### src/rtl/tc_pkg.sv
package tc_pkg;
    typedef enum logic [0:0] {
        ST_IDLE   = 1'b0,
        ST_REPEAT = 1'b1
    } tc_state_e;
endpackage

### src/rtl/tc_limit_sel.sv
module tc_limit_sel #(
    parameter int NKEYS = 24,
    parameter int CNT_W = 4,
    parameter int KEY_W = 5
) (
    input  logic [KEY_W-1:0]       sel,
    input  logic [NKEYS*CNT_W-1:0] table_i,
    output logic [CNT_W-1:0]       lim_o
);
    // Out-of-range index yields zero, i.e. a disabled key.
    always_comb begin
        lim_o = '0;
        for (int i = 0; i < NKEYS; i++) begin
            if (sel == KEY_W'(i)) lim_o = table_i[i*CNT_W +: CNT_W];
        end
    end
endmodule

### src/rtl/tc_outer_bank.sv
module tc_outer_bank #(
    parameter int NKEYS = 24,
    parameter int CNT_W = 4,
    parameter int KEY_W = 5
) (
    input  logic                   clk,
    input  logic                   rst_n,
    input  logic                   scan_start,
    input  logic [KEY_W-1:0]       upd_key,
    input  logic                   upd_pass,
    input  logic                   upd_fail,
    input  logic [NKEYS*CNT_W-1:0] norm_table,
    output logic [NKEYS-1:0]       active_o
);
    for (genvar k = 0; k < NKEYS; k++) begin : g_key
        logic [CNT_W-1:0] lim_k;
        logic [CNT_W-1:0] outer_q;
        logic             adv_q;
        logic             adv_now;
        logic             hit;
        logic             act_q;

        assign lim_k       = norm_table[k*CNT_W +: CNT_W];
        assign adv_now     = adv_q & ~scan_start;   // scan boundary re-arms first
        assign hit         = (upd_key == KEY_W'(k));
        assign active_o[k] = act_q;

        always_ff @(posedge clk) begin
            if (!rst_n || lim_k == '0) begin
                outer_q <= '0;
                adv_q   <= 1'b0;
                act_q   <= 1'b0;
            end else begin
                adv_q <= adv_now;
                if (hit && upd_pass && !adv_now) begin
                    adv_q <= 1'b1;
                    if (({1'b0, outer_q} + (CNT_W+1)'(1)) >= {1'b0, lim_k}) begin
                        outer_q <= lim_k;
                        act_q   <= 1'b1;
                    end else begin
                        outer_q <= outer_q + CNT_W'(1);
                    end
                end else if (hit && upd_fail) begin
                    outer_q <= '0;
                    act_q   <= 1'b0;
                end
            end
        end
    end
endmodule

### src/rtl/touch_confirm.sv
module touch_confirm #(
    parameter int NKEYS = 24,
    parameter int CNT_W = 4,
    localparam int KEY_W = (NKEYS > 1) ? $clog2(NKEYS) : 1
) (
    input  logic                   clk,
    input  logic                   rst_n,
    input  logic                   scan_start,
    input  logic                   res_valid,
    input  logic [KEY_W-1:0]       key_idx,
    input  logic                   over_thr,
    input  logic [NKEYS*CNT_W-1:0] cfg_fast,
    input  logic [NKEYS*CNT_W-1:0] cfg_norm,
    output logic                   repeat_req,
    output logic [NKEYS-1:0]       key_active
);
    import tc_pkg::*;

    tc_state_e        st_q, st_d;
    logic [KEY_W-1:0] cur_key_q, sel_key;
    logic [CNT_W-1:0] inner_q, inner_d, base;
    logic [CNT_W-1:0] fast_lim, norm_lim, fast_eff;
    logic [CNT_W:0]   inner_inc;
    logic             pass, fail;

    assign sel_key  = (st_q == ST_REPEAT) ? cur_key_q : key_idx;
    assign fast_eff = (fast_lim == '0) ? CNT_W'(1) : fast_lim;

    tc_limit_sel #(.NKEYS(NKEYS), .CNT_W(CNT_W), .KEY_W(KEY_W)) u_fast_sel (
        .sel(sel_key), .table_i(cfg_fast), .lim_o(fast_lim)
    );
    tc_limit_sel #(.NKEYS(NKEYS), .CNT_W(CNT_W), .KEY_W(KEY_W)) u_norm_sel (
        .sel(sel_key), .table_i(cfg_norm), .lim_o(norm_lim)
    );

    // Next-state and inner-count logic
    always_comb begin
        st_d    = st_q;
        inner_d = inner_q;
        pass    = 1'b0;
        fail    = 1'b0;
        unique case (st_q)
            ST_IDLE:   base = '0;        // fresh visit: inner count restarts
            ST_REPEAT: base = inner_q;
        endcase
        inner_inc = {1'b0, base} + (CNT_W+1)'(1);
        if (res_valid) begin
            if (norm_lim == '0) begin
                st_d    = ST_IDLE;
                inner_d = '0;
            end else if (!over_thr) begin
                fail    = 1'b1;
                st_d    = ST_IDLE;
                inner_d = '0;
            end else if (inner_inc >= {1'b0, fast_eff}) begin
                pass    = 1'b1;
                st_d    = ST_IDLE;
                inner_d = '0;
            end else begin
                st_d    = ST_REPEAT;
                inner_d = inner_inc[CNT_W-1:0];
            end
        end
    end

    // State register
    always_ff @(posedge clk) begin
        if (!rst_n) begin
            st_q      <= ST_IDLE;
            inner_q   <= '0;
            cur_key_q <= '0;
        end else begin
            st_q    <= st_d;
            inner_q <= inner_d;
            if (res_valid) cur_key_q <= sel_key;
        end
    end

    // Outputs
    always_comb begin
        repeat_req = (st_q == ST_REPEAT);
    end

    tc_outer_bank #(.NKEYS(NKEYS), .CNT_W(CNT_W), .KEY_W(KEY_W)) u_bank (
        .clk(clk), .rst_n(rst_n), .scan_start(scan_start),
        .upd_key(sel_key), .upd_pass(pass), .upd_fail(fail),
        .norm_table(cfg_norm), .active_o(key_active)
    );
endmodule

### config.mk
export PLATFORM = sky130hd
export DESIGN_NAME = touch_confirm
export DESIGN_NICKNAME = d
export VERILOG_FILES = /design/src/rtl/tc_pkg.sv /design/src/rtl/tc_limit_sel.sv /design/src/rtl/tc_outer_bank.sv /design/src/rtl/touch_confirm.sv
export SDC_FILE = /design/constraint.sdc
export NUM_CORES = 1
export LEC_CHECK = 0
export ABC_AREA = 1
export ABC_CLOCK_PERIOD_IN_PS = 6830
export BUFFER_PORTS_ARGS = -buffer_cell sky130_fd_sc_hd__buf_2
export CORE_MARGIN = 5
export CORE_UTILIZATION = 55
export DETAILED_ROUTE_END_ITERATION = 8
export GPL_TIMING_DRIVEN = 0
export HOLD_SLACK_MARGIN = 0.08
export PLACE_DENSITY_LB_ADDON = 0.15
export SLEW_MARGIN = 20
export SYNTH_ARGS = -nofsm -noshare
export SYNTH_HDL_FRONTEND = slang
export SYNTH_HIERARCHICAL = 1
export SYNTH_SLANG_ARGS = --single-unit
### constraint.sdc
create_clock -name clk -period 6.83 [get_ports clk]
set_input_delay 0 -clock clk [delete_from_list [all_inputs] [get_ports clk]]
set_output_delay 0 -clock clk [all_outputs]
set_load 0.01 [all_outputs]
==> results_dict.tcl <==
set metrics [dict create \
    cp_max_fo 14 \
    die_area_mm2 0.02869 \
    crit_buf_inv 7 \
    setup_tns_ns 0 \
    place_congestion 0.9526 \
    numClockSinks 154 \
    gr-total-overflow 0 \
    grt_use_total 0.2928 \
    grt_pass1_vias 15130 \
    p_leak_nw 9.028 \
    drive_above_1_share 0.1376 \
    synth-main-ff-cell "dfxtp_1" \
    drt.antenna.violating_nets 0 \
    drv_slew 0 \
    cts_resized 0 \
    cts_tree "yes" \
    max_cap_viol_count 0 \
    die_y_um 169.4 \
    vias 16220 \
    die_w_um 169.4 \
    final_cell_mix "nand2_1, inv_1, nand3_1" \
    cts_buffers 17 \
    wire_per_inst_um 14.42 \
    worstSkewPairLatency_ns 0.42 \
    vias_per_cell 5.386 \
    async_flop_share 0 \
    portBuffers 226 \
    final_nets 2997 \
    power-per-cell-area_mw_per_mm2 179.0 \
    core_mm2 0.02511 \
    critical_path_class "reg2reg" \
    end_kind "flop" \
    critPathLaunchType "flop" \
    avgSynthCellArea_um2 6.023 \
    power.total_mw 3.084 \
    ys_seq_area_frac 0.2206 \
    required_ns 7.19 \
    fin_util 0.6864 \
    layout_commonest_cell "nand2_1" \
    antenna_cells 0 \
    finalCritPeriodShare 0.8545 \
    tightest_slew_ns 1.023 \
    antenna_found_initial 1 \
    ctsLongestPathBuffers 2 \
    path_clk_slew_ns 0.06 \
    grt_setup_unrepaired "false" \
    yosys_warnings 6 \
    post_dp_cell_area_mm2 0.01557 \
    path_delay_family "simple AND/OR/NAND/NOR gates" \
    ys_seq_elements 154 \
    fin_area_mm2 0.01723 \
    yosysUniqueCellTypes 39 \
    htree_levels 4 \
    slew_headroom 0.3178 \
    synth_area_mm2 0.01397 \
    crit_top_cell "nand2_1" \
    grt_max_degree 17 \
    period_minus_slack_ns 5.836 \
    crit_path_top_delay_cell "a21oi_2" \
    first_pass_iters 7 \
    drt_iter0_drc 1367 \
    setup_viol 0 \
    finalHoldViolCount 0 \
    max_freq_mhz 171.3 \
    synthCells 2320 \
    syn_to_final_growth_pct 23.33 \
    cts_root_buf "clkbuf_16" \
    peakVddDrop_uv 142.8 \
    post_cts_buffers 0 \
    status "complete, no violations" \
    syn_nets 2647 \
    ioPinCount 227 \
    crit_path_max_incr_delay_ns 0.57 \
    drc 0 \
    grt_pass1_wl_um 70030 \
    wl_um 43430 \
    row_count 58 \
    holdCritPathClass "in2reg" \
    place_hpwl_um 33640 \
    finalClockSkew_ns 0.008252 \
    synth_edf_count 0 \
    fillerInstances 2329 \
    start_util 0.5565 \
    arrival_ns 6.20 \
]
## tightest hold or removal path: cells and delay by family
family,cells,cell delay [ns]
simple gates,1,0.12
buf+inv,2,0.14
compound gates,2,0.24
## synth_stat cells, types with 4 or more instances
cell type	n	area (um^2)
o21bai_1	6	45.04
buf_4	30	225.2
buf_2	9	45.04
nor2_1	122	457.9
or2_2	12	75.07
buf_1	4	15.01
dfxtp_1	154	3083
a31oi_1	8	50.05
ha_1	125	1564
o21ai_0	33	165.2
clkinv_1	5	18.77
nand3_1	319	1597
nor2_2	19	118.9
o21ai_1	4	20.02
o21a_1	5	37.54
inv_2	18	67.56
nand2_1	600	2252
a41oi_1	16	140.1
nand3_2	7	70.07
or2_1	4	25.02
nand3b_1	6	45.04
a21oi_1	175	875.8
xnor2_1	25	219.0
or2_0	6	37.54
nor3_1	12	60.06
nand4_1	129	807.0
inv_1	440	1652
## final timing paths
path,depth (start not counted),to,start,slack (ns)
max,35,u_bank/g_key[17].adv_q,repeat_req,0.99
min,5,cur_key_q[4],key_idx[4],0.12
max reg2reg,35,u_bank/g_key[17].adv_q,repeat_req,0.99
min reg2reg,2,inner_q[1],inner_q[1],0.47
## stage by stage
step           instances  hold WS (ns)  setup WS, ns
2_1_floorplan       2320        0.1996         2.042
3_5_place_dp        2879        0.4020         1.134
3_3_place_gp        2876        0.3901        0.5172
4_1_cts             3012        0.1010         1.134
6_report            3012        0.1244        0.9938
5_1_grt             3012        0.1562        0.5458
## timing repair
item                                   CTS  global route
setup endpoints to repair                0             0
hold buffers                           102             0
endpoints found under the hold margin  125             0
## registers in the layout, summed over array words and instances, names as in the netlist
signal	cells
repeat_req	1
cur_key_q	5
u_bank/g_key.adv_q	24
inner_q	4
u_bank/g_key.act_q	24
u_bank/g_key.outer_q	96
## per-layer routing
metal | GRT usage | up-vias | wire (um)
met5 | 0 | - | 14
met4 | 0.09170 | 2 | 1133
met3 | 0.05474 | 92 | 3092
met2 | 0.5147 | 571 | 20660
met1 | 0.3635 | 7315 | 18530
li1 | - | 8244 | -
## layout make-up
cell class / instances / area, um^2 / share of cell area
buffer: 46 / 296.5 / 0.01721
clock buffer: 23 / 478.0 / 0.02773
clock inverter: 8 / 165.2 / 0.009583
inverter: 463 / 1738 / 0.1008
multi-input combinational: 1657 / 8875 / 0.5150
sequential: 154 / 3083 / 0.1789
tap: 330 / 412.9 / 0.02396
timing repair buffer: 331 / 2186 / 0.1268
## report_power, final
| part | leakage (nW) | total, mW | switching (mW) | internal [mW] |
|---|---|---|---|---|
| registers | 1.24 | 0.920 | 0.0103 | 0.910 |
| clock network | 0.317 | 1.05 | 0.375 | 0.675 |
| logic | 7.47 | 1.11 | 0.764 | 0.351 |
| total | 9.03 | 3.08 | 1.15 | 1.94 |
## cells by family (layout without fill, tap and decap cells)
family,after synthesis,count (layout),share of synthesized area
buffers and inverters,509,871,0.1456
and+or+nand+nor,1254,1254,0.4071
adders and majority gates,125,125,0.1119
DFF,154,154,0.2206
xor gates and xnor gates,26,26,0.01630
AOI/OAI and AO/OA,252,252,0.09850
Power figures use the tool's default switching activity.
